[src/rtl/lrsc_pkg.sv]
package lrsc_pkg;
    typedef enum logic {
        RESV_NONE = 1'b0,
        RESV_HELD = 1'b1
    } resv_state_e;

    localparam logic [1:0] PRIV_RESET = 2'b11;
endpackage

[src/rtl/lrsc_addr_align.sv]
module lrsc_addr_align #(
    parameter int ADDR_W    = 32,
    parameter int WORD_LG2  = 2,
    parameter int DWORD_LG2 = 3
) (
    input  logic [ADDR_W-1:0] addr_i,
    input  logic              dword_i,
    output logic [ADDR_W-1:0] addr_o
);
    logic [ADDR_W-1:0] keep;

    for (genvar b = 0; b < ADDR_W; b++) begin : g_mask
        if (b >= DWORD_LG2) begin : g_high
            assign keep[b] = 1'b1;
        end else if (b >= WORD_LG2) begin : g_mid
            assign keep[b] = ~dword_i;
        end else begin : g_low
            assign keep[b] = 1'b0;
        end
    end

    assign addr_o = addr_i & keep;
endmodule

[src/rtl/lrsc_mode_watch.sv]
module lrsc_mode_watch
    import lrsc_pkg::*;
(
    input  logic       clk,
    input  logic       rst_n,
    input  logic [1:0] priv_i,
    output logic       mode_chg_o
);
    logic [1:0] priv_q;

    always_ff @(posedge clk) begin
        if (!rst_n) begin
            priv_q <= PRIV_RESET;
        end else begin
            priv_q <= priv_i;
        end
    end

    assign mode_chg_o = (priv_i != priv_q);
endmodule

[src/rtl/lrsc_resv_fsm.sv]
module lrsc_resv_fsm
    import lrsc_pkg::*;
#(
    parameter int ADDR_W   = 32,
    parameter int GRAN_LG2 = 3
) (
    input  logic              clk,
    input  logic              rst_n,
    input  logic              lr_req_i,
    input  logic [ADDR_W-1:0] lr_addr_al_i,
    input  logic              sc_req_i,
    input  logic              mode_chg_i,
    input  logic              inval_i,
    input  logic [ADDR_W-1:0] inval_addr_i,
    output logic              live_o,
    output logic [ADDR_W-1:0] resv_addr_o
);
    localparam logic [ADDR_W-1:0] GRAN_MASK = ~((ADDR_W)'((1 << GRAN_LG2) - 1));

    resv_state_e       state_q, state_d;
    logic [ADDR_W-1:0] addr_q;
    logic              inval_hit;
    logic              kill;

    assign inval_hit = inval_i && (((inval_addr_i ^ addr_q) & GRAN_MASK) == '0);
    assign kill      = sc_req_i || mode_chg_i || inval_hit;

    always_ff @(posedge clk) begin
        if (!rst_n) begin
            state_q <= RESV_NONE;
            addr_q  <= '0;
        end else begin
            state_q <= state_d;
            if (lr_req_i) begin
                addr_q <= lr_addr_al_i;
            end
        end
    end

    always_comb begin
        state_d = state_q;
        unique case (state_q)
            RESV_NONE: begin
                if (lr_req_i) begin
                    state_d = RESV_HELD;
                end
            end
            RESV_HELD: begin
                if (lr_req_i) begin
                    state_d = RESV_HELD;
                end else if (kill) begin
                    state_d = RESV_NONE;
                end
            end
            default: state_d = RESV_NONE;
        endcase
    end

    always_comb begin
        live_o      = (state_q == RESV_HELD) && !mode_chg_i && !inval_hit;
        resv_addr_o = addr_q;
    end
endmodule

[src/rtl/lrsc_sc_resolve.sv]
module lrsc_sc_resolve #(
    parameter int ADDR_W = 32,
    parameter int XLEN   = 64
) (
    input  logic              sc_req_i,
    input  logic              sc_aq_i,
    input  logic              sc_rl_i,
    input  logic              live_i,
    input  logic [ADDR_W-1:0] resv_addr_i,
    input  logic [ADDR_W-1:0] sc_addr_al_i,
    output logic              grant_o,
    output logic              rd_we_o,
    output logic [XLEN-1:0]   rd_val_o,
    output logic [1:0]        fence_o
);
    logic pass;

    always_comb begin
        pass     = live_i && (sc_addr_al_i == resv_addr_i);
        grant_o  = sc_req_i && pass;
        rd_we_o  = sc_req_i;
        rd_val_o = '0;
        fence_o  = 2'b00;
        if (sc_req_i) begin
            rd_val_o[0] = ~pass;
            fence_o     = {sc_aq_i, sc_rl_i};
        end
    end
endmodule

[src/rtl/lrsc_resv_monitor.sv]
module lrsc_resv_monitor #(
    parameter int ADDR_W = 32,
    parameter int XLEN   = 64
) (
    input  logic              clk,
    input  logic              rst_n,
    input  logic [1:0]        priv_i,
    input  logic              lr_req_i,
    input  logic [ADDR_W-1:0] lr_addr_i,
    input  logic              lr_dword_i,
    input  logic              sc_req_i,
    input  logic [ADDR_W-1:0] sc_addr_i,
    input  logic              sc_dword_i,
    input  logic              sc_aq_i,
    input  logic              sc_rl_i,
    input  logic              inval_i,
    input  logic [ADDR_W-1:0] inval_addr_i,
    output logic              sc_grant_o,
    output logic              sc_rd_we_o,
    output logic [XLEN-1:0]   sc_rd_val_o,
    output logic [1:0]        fence_o
);
    localparam int WORD_LG2  = 2;
    localparam int DWORD_LG2 = 3;

    logic [ADDR_W-1:0] lr_al, sc_al, resv_addr;
    logic              mode_chg, live;

    lrsc_addr_align #(.ADDR_W(ADDR_W), .WORD_LG2(WORD_LG2), .DWORD_LG2(DWORD_LG2)) u_lr_align (
        .addr_i(lr_addr_i), .dword_i(lr_dword_i), .addr_o(lr_al)
    );

    lrsc_addr_align #(.ADDR_W(ADDR_W), .WORD_LG2(WORD_LG2), .DWORD_LG2(DWORD_LG2)) u_sc_align (
        .addr_i(sc_addr_i), .dword_i(sc_dword_i), .addr_o(sc_al)
    );

    lrsc_mode_watch u_mode (
        .clk(clk), .rst_n(rst_n), .priv_i(priv_i), .mode_chg_o(mode_chg)
    );

    lrsc_resv_fsm #(.ADDR_W(ADDR_W), .GRAN_LG2(DWORD_LG2)) u_fsm (
        .clk(clk), .rst_n(rst_n),
        .lr_req_i(lr_req_i), .lr_addr_al_i(lr_al),
        .sc_req_i(sc_req_i), .mode_chg_i(mode_chg),
        .inval_i(inval_i), .inval_addr_i(inval_addr_i),
        .live_o(live), .resv_addr_o(resv_addr)
    );

    lrsc_sc_resolve #(.ADDR_W(ADDR_W), .XLEN(XLEN)) u_res (
        .sc_req_i(sc_req_i), .sc_aq_i(sc_aq_i), .sc_rl_i(sc_rl_i),
        .live_i(live), .resv_addr_i(resv_addr), .sc_addr_al_i(sc_al),
        .grant_o(sc_grant_o), .rd_we_o(sc_rd_we_o),
        .rd_val_o(sc_rd_val_o), .fence_o(fence_o)
    );
endmodule

[config.mk]
export PLATFORM = sky130hd
export DESIGN_NAME = lrsc_resv_monitor
export DESIGN_NICKNAME = d
export VERILOG_FILES = /design/src/rtl/lrsc_pkg.sv /design/src/rtl/lrsc_addr_align.sv /design/src/rtl/lrsc_mode_watch.sv /design/src/rtl/lrsc_resv_fsm.sv /design/src/rtl/lrsc_sc_resolve.sv /design/src/rtl/lrsc_resv_monitor.sv
export SDC_FILE = /design/constraint.sdc
export NUM_CORES = 1
export LEC_CHECK = 0
export ABC_CLOCK_PERIOD_IN_PS = 1550
export BUFFER_PORTS_ARGS = -buffer_cell sky130_fd_sc_hd__buf_2
export CORE_MARGIN = 2
export CORE_UTILIZATION = 38
export CTS_BUF_LIST = sky130_fd_sc_hd__clkbuf_8
export DETAILED_ROUTE_END_ITERATION = 8
export HOLD_SLACK_MARGIN = 0.06
export PLACE_DENSITY = 0.79
export SYNTH_ARGS = -nofsm -noshare
export SYNTH_HDL_FRONTEND = slang
export SYNTH_SLANG_ARGS = --single-unit
[constraint.sdc]
create_clock -name clk -period 1.55 [get_ports clk]
set_clock_uncertainty 0.1 [all_clocks]
set_input_delay 0.31 -clock clk [delete_from_list [all_inputs] [get_ports clk]]
set_output_delay 0.31 -clock clk [all_outputs]
set_load 0.005 [all_outputs]
# After elaboration in Yosys (flattened, before gate mapping)
# Index checks and enable logic that the tools add are counted.
# totals
ff_bits	35
latchBits	0
ramBits	0
mem_bits_ro	0
output_inout_bits	68
memories	0
# op_classes
add_sub_neg	0
mul	0
n_div	0
order_cmp	0
eq_ne	2
shifts	0
muxes	6
bitwise_logic	7
n_reduce_logical	10
# ops
operator	count
$and 32x32->32	2
$eq 32x32->1	1
$logic_not 32->1	1
$xor 32x32->32	1
$logic_and 1x1->1	5
$mux 1	4
$not 1->1	4
$logic_not 1->1	2
$logic_or 1x1->1	2
$mux 2	1
$ne 2x2->1	1
$pmux 1 s2	1

# Depth between registers and ports, before layout
# depth
ltp_word	8
mapped_depth	6
ltp_nobuf	6

# By module
# A second synthesis with hierarchy kept.
# unflattened
hier_cells	335
area_unflattened_um2	2996.6
# by_module_without_submodules
module	n_inst	cells_each	area_per_inst_um2	seq_area_each_um2
lrsc_resv_fsm	1	149	1561.5	660.6
lrsc_sc_resolve	1	113	860.8	0.0
lrsc_addr_align	2	33	250.2	0.0
lrsc_mode_watch	1	7	73.8	40.0

# Worst setup path before layout
# No wires, ideal clock.
# synth_timing
kind	register -> output
from	reg u_fsm.addr_q[19] (netlist: u_fsm.resv_addr_o[19])
to	out sc_grant_o
t_arrival_ns	1.272
t_required_ns	1.140
setup_slack_ns	-0.132
stages_incl_launch_ff	6
cell_sequence	dfxtp_1 -> xor2_1 -> nor4_1 -> nand4_1 -> nor4_2 -> and3_1
# synth_via
elab_chain_cells	7
word_cells_on_any_way	8
# synth_rtl
element	line_no	text
from (decl)	lrsc_resv_fsm.sv:21	logic [ADDR_W-1:0] addr_q;
from (signal assigned)	lrsc_resv_fsm.sv:35	addr_q <= lr_addr_al_i;
$xor 32x32->32	lrsc_resv_fsm.sv:25	assign inval_hit = inval_i && (((inval_addr_i ^ addr_q) & GRAN_MASK) == '0);
$logic_not 32->1	lrsc_resv_fsm.sv:25	
$logic_and 1x1->1	lrsc_resv_fsm.sv:25	
$logic_not 1->1	lrsc_resv_fsm.sv:60	live_o = (state_q == RESV_HELD) && !mode_chg_i && !inval_hit;
$logic_and 1x1->1	lrsc_resv_fsm.sv:60	
$logic_and 1x1->1 (*)	lrsc_sc_resolve.sv:19	pass = live_i && (sc_addr_al_i == resv_addr_i);
$logic_and 1x1->1 (*)	lrsc_sc_resolve.sv:20	grant_o = sc_req_i && pass;
to (decl)	lrsc_resv_monitor.sv:18	output logic sc_grant_o,
# Mark *: on every way between the ends. The rest lies on a longest branch, timed or not.

# Worst setup path in the final report
# layout_timing
from	reg u_fsm.addr_q[27] (netlist: u_fsm.resv_addr_o[27])
to	out sc_grant_o
# The elaborated chain is that of the path after synthesis.

==> reports/qor.yml <==
die:
  coreArea_mm2: 0.00599
  rows: 28
  initial_utilization_pct: 40.0
  die_area_mm2: 0.00696
  pin_count: 175
  die_w_um: 83.4
  chipHeight_um: 83.4
placed_design:
  gp_congestion: 0.817
  hpwl_um: 4620
  pre_cts_slack_ps: -696
  place_area_mm2: 0.00291
  port_buffers: 104
global_route:
  grt_usage_pct: 16.0
  gr-usage-met2_pct: 28.8
  grt_start_max_net_pins: 34
  grt.overflow.total: 0
  grtUsageMet3_pct: 3.88
  global_route.usage.met1_pct: 17.7
  grt_pass1_wl_um: 8950
  antenna_found_initial: 0
  grt_pass1_vias: 2009
  top_usage_layer: "met2"
power:
  vdd_drop_max_mv: 0.541
  powerDensity_mw_per_mm2: 744
  p_leak_uw: 0.00159
layout:
  n_antenna_cell: 0
  final_common_cell: "buf_2"
  area_delta_synth_final_pct: 32.4
  nets: 490
  drive_gt1_share_pct: 42.2
  fin_area_mm2: 0.00317
  most-common-layout-cells: "buf_2, conb_1, xnor2_1"
clocking:
  cts_buffers: 5
  clock-sinks: 33
  htreeDepth: 2
  clk_latency_ps: 290
  hold_buffers: 0
  cts_setup_buffers: 0
  tritoncts: "built"
  cts-root-buf: "clkbuf_8"
  clkTransAtPathRegs_ps: 80
  cts_buffer_depth: 2
routing:
  initialDrtViolationCount: 26
  vias: 1973
  wl_per_cell_um: 12.4
  drc: 0
  drtPass1Iterations: 4
  drt.antenna.violating_nets: 0
  wirelength_um: 5710
  via_per_inst: 4.30
critical_path:
  critPathMaxFanout: 2
  critical_path_class: "reg2out"
  required_ps: 1140
  r2r_slack_ps: -70
  crit_arrival_ps: 1860
  end_kind: "primary output"
  start_kind: "flip-flop"
timing:
  clock.fmax_ghz: 0.440
  worst_slack_ps: -722
  final_max_slew_viol_count: 0
  setup_viol_count_final: 3
  finalHoldViolations: 0
  rsz0062_at_grt: "yes"
  worst_pin_slew_ps: 515
  fin_crit_sh_pct: 147
  period_minus_slack_ps: 2270
  relSlewSlack_pct: 65.7
synth:
  async_flop_share_pct: 0
  synth_cell_types: 21
  synth_top_family_by_area: "XOR/XNOR gates"
  synth-simple-area-share_pct: 15.4
  synth_cells: 260
  ys_ff_latch: 33
  yosys.area_share.adder_pct: 0
  avgSynthCellArea_um2: 9.22
  synth-xor-area-share_pct: 22.3
  synthMuxAreaShare_pct: 12.1
  synth_compound_area_share_pct: 0.888
  synth_edf_count: 0
  ys_seq_area_share_pct: 27.6
  synth_area_mm2: 0.00240
  ys_warn_count: 0
  ys.flop_type: "dfxtp_1"
outcome:
  violations: "negative setup slack"
  status: "finished, violations left"
hold_path:
  hp-class: "in2reg"
run:
  cap_violations: 0
==> synthesized netlist by cell type, types with 2 or more instances <==
library cell / instances / area, um^2
buf_4: 64 / 480
xnor2_1: 42 / 368
dfxtp_1: 33 / 661
nor2b_1: 31 / 194
mux2i_1: 29 / 290
xor2_1: 19 / 166
nand4_1: 11 / 68.8
nor4_1: 6 / 37.5
clkbuf_1: 4 / 15.0
a21oi_1: 3 / 15.0
and2_1: 3 / 18.8
buf_2: 3 / 15.0
inv_1: 2 / 7.51
nand2_1: 2 / 7.51
nand2b_1: 2 / 12.5
==> flip-flops by register name, summed over array words and instances, names as in the netlist <==
register / count
u_fsm.state_q: 1
u_fsm.resv_addr_o: 30
u_mode.priv_q: 2
==> layout make-up <==
| class | instances | area (um^2) |
|---|---|---|
| Multi-Input combinational cell | 216 | 1570 |
| Clock inverter | 2 | 37.5 |
| Timing Repair Buffer | 125 | 706 |
| Inverter | 2 | 7.51 |
| Clock buffer | 6 | 82.6 |
| Tap cell | 75 | 93.8 |
| Fill cell | 551 | 2820 |
| Sequential cell | 33 | 678 |
==> final timing paths <==
check                         from               endpoint  depth (start not counted)
max          u_fsm.resv_addr_o[27]             sc_grant_o                          7
min                      priv_i[0]       u_mode.priv_q[0]                          2
max reg2reg  u_fsm.resv_addr_o[29]          u_fsm.state_q                          8
min reg2reg  u_fsm.resv_addr_o[19]  u_fsm.resv_addr_o[19]                          2
==> critical path, cell delays in order, from the launching register on <==
cell     delay (ps)
dfxtp_2         340
xor2_1          140
nor4_2          310
buf_4           160
nand4_1         130
nor4_4          210
and3_1          190
buf_2           100
==> per-layer routing <==
metal  wire, um  vias up  part of all wire [%]
met5          0        -                     0
met4        125        0                   2.2
met3        459        8                   8.0
met2       2950      110                    52
met1       2180      890                    38
li1           -      965                     -
==> logic make-up (layout without fill, tap and decap cells) <==
group                     Yosys count  after routing
and+or+nand+nor                    59             59
AOI/OAI and AO/OA                   4              4
xor gates and xnor gates           61             61
muxes                              29             29
DFF                                33             33
other                               1             63
buffers and inverters              73            135
==> metrics by stage <==
| step | hold WS (ps) | util [%] | total power, uW | TNS, ps | std cells |
|---|---|---|---|---|---|
| floorplan | 283 | - | 1360 | -142 | 322 |
| global placement | 421 | 48.6 | 1480 | -1580 | 451 |
| detailed placement | 424 | 48.6 | 1490 | -1500 | 451 |
| CTS | 123 | 52.5 | 2370 | -1540 | 459 |
| global route | 137 | 53.0 | 2480 | -1810 | 459 |
| finish | 129 | 53.0 | 2360 | -1450 | 459 |
==> power breakdown <==
part	switching [uW]	internal, uW	total, uW
Sequential	46.5	903	949
Combinational	252	314	566
Clock	322	523	844
==> timing repair <==
action                     CTS  global route
pin swaps                   13            10
resized for setup           24             6
setup endpoints to repair    3             3
cloned                       0             0
No activity file was read; power rests on OpenSTA's default activity.
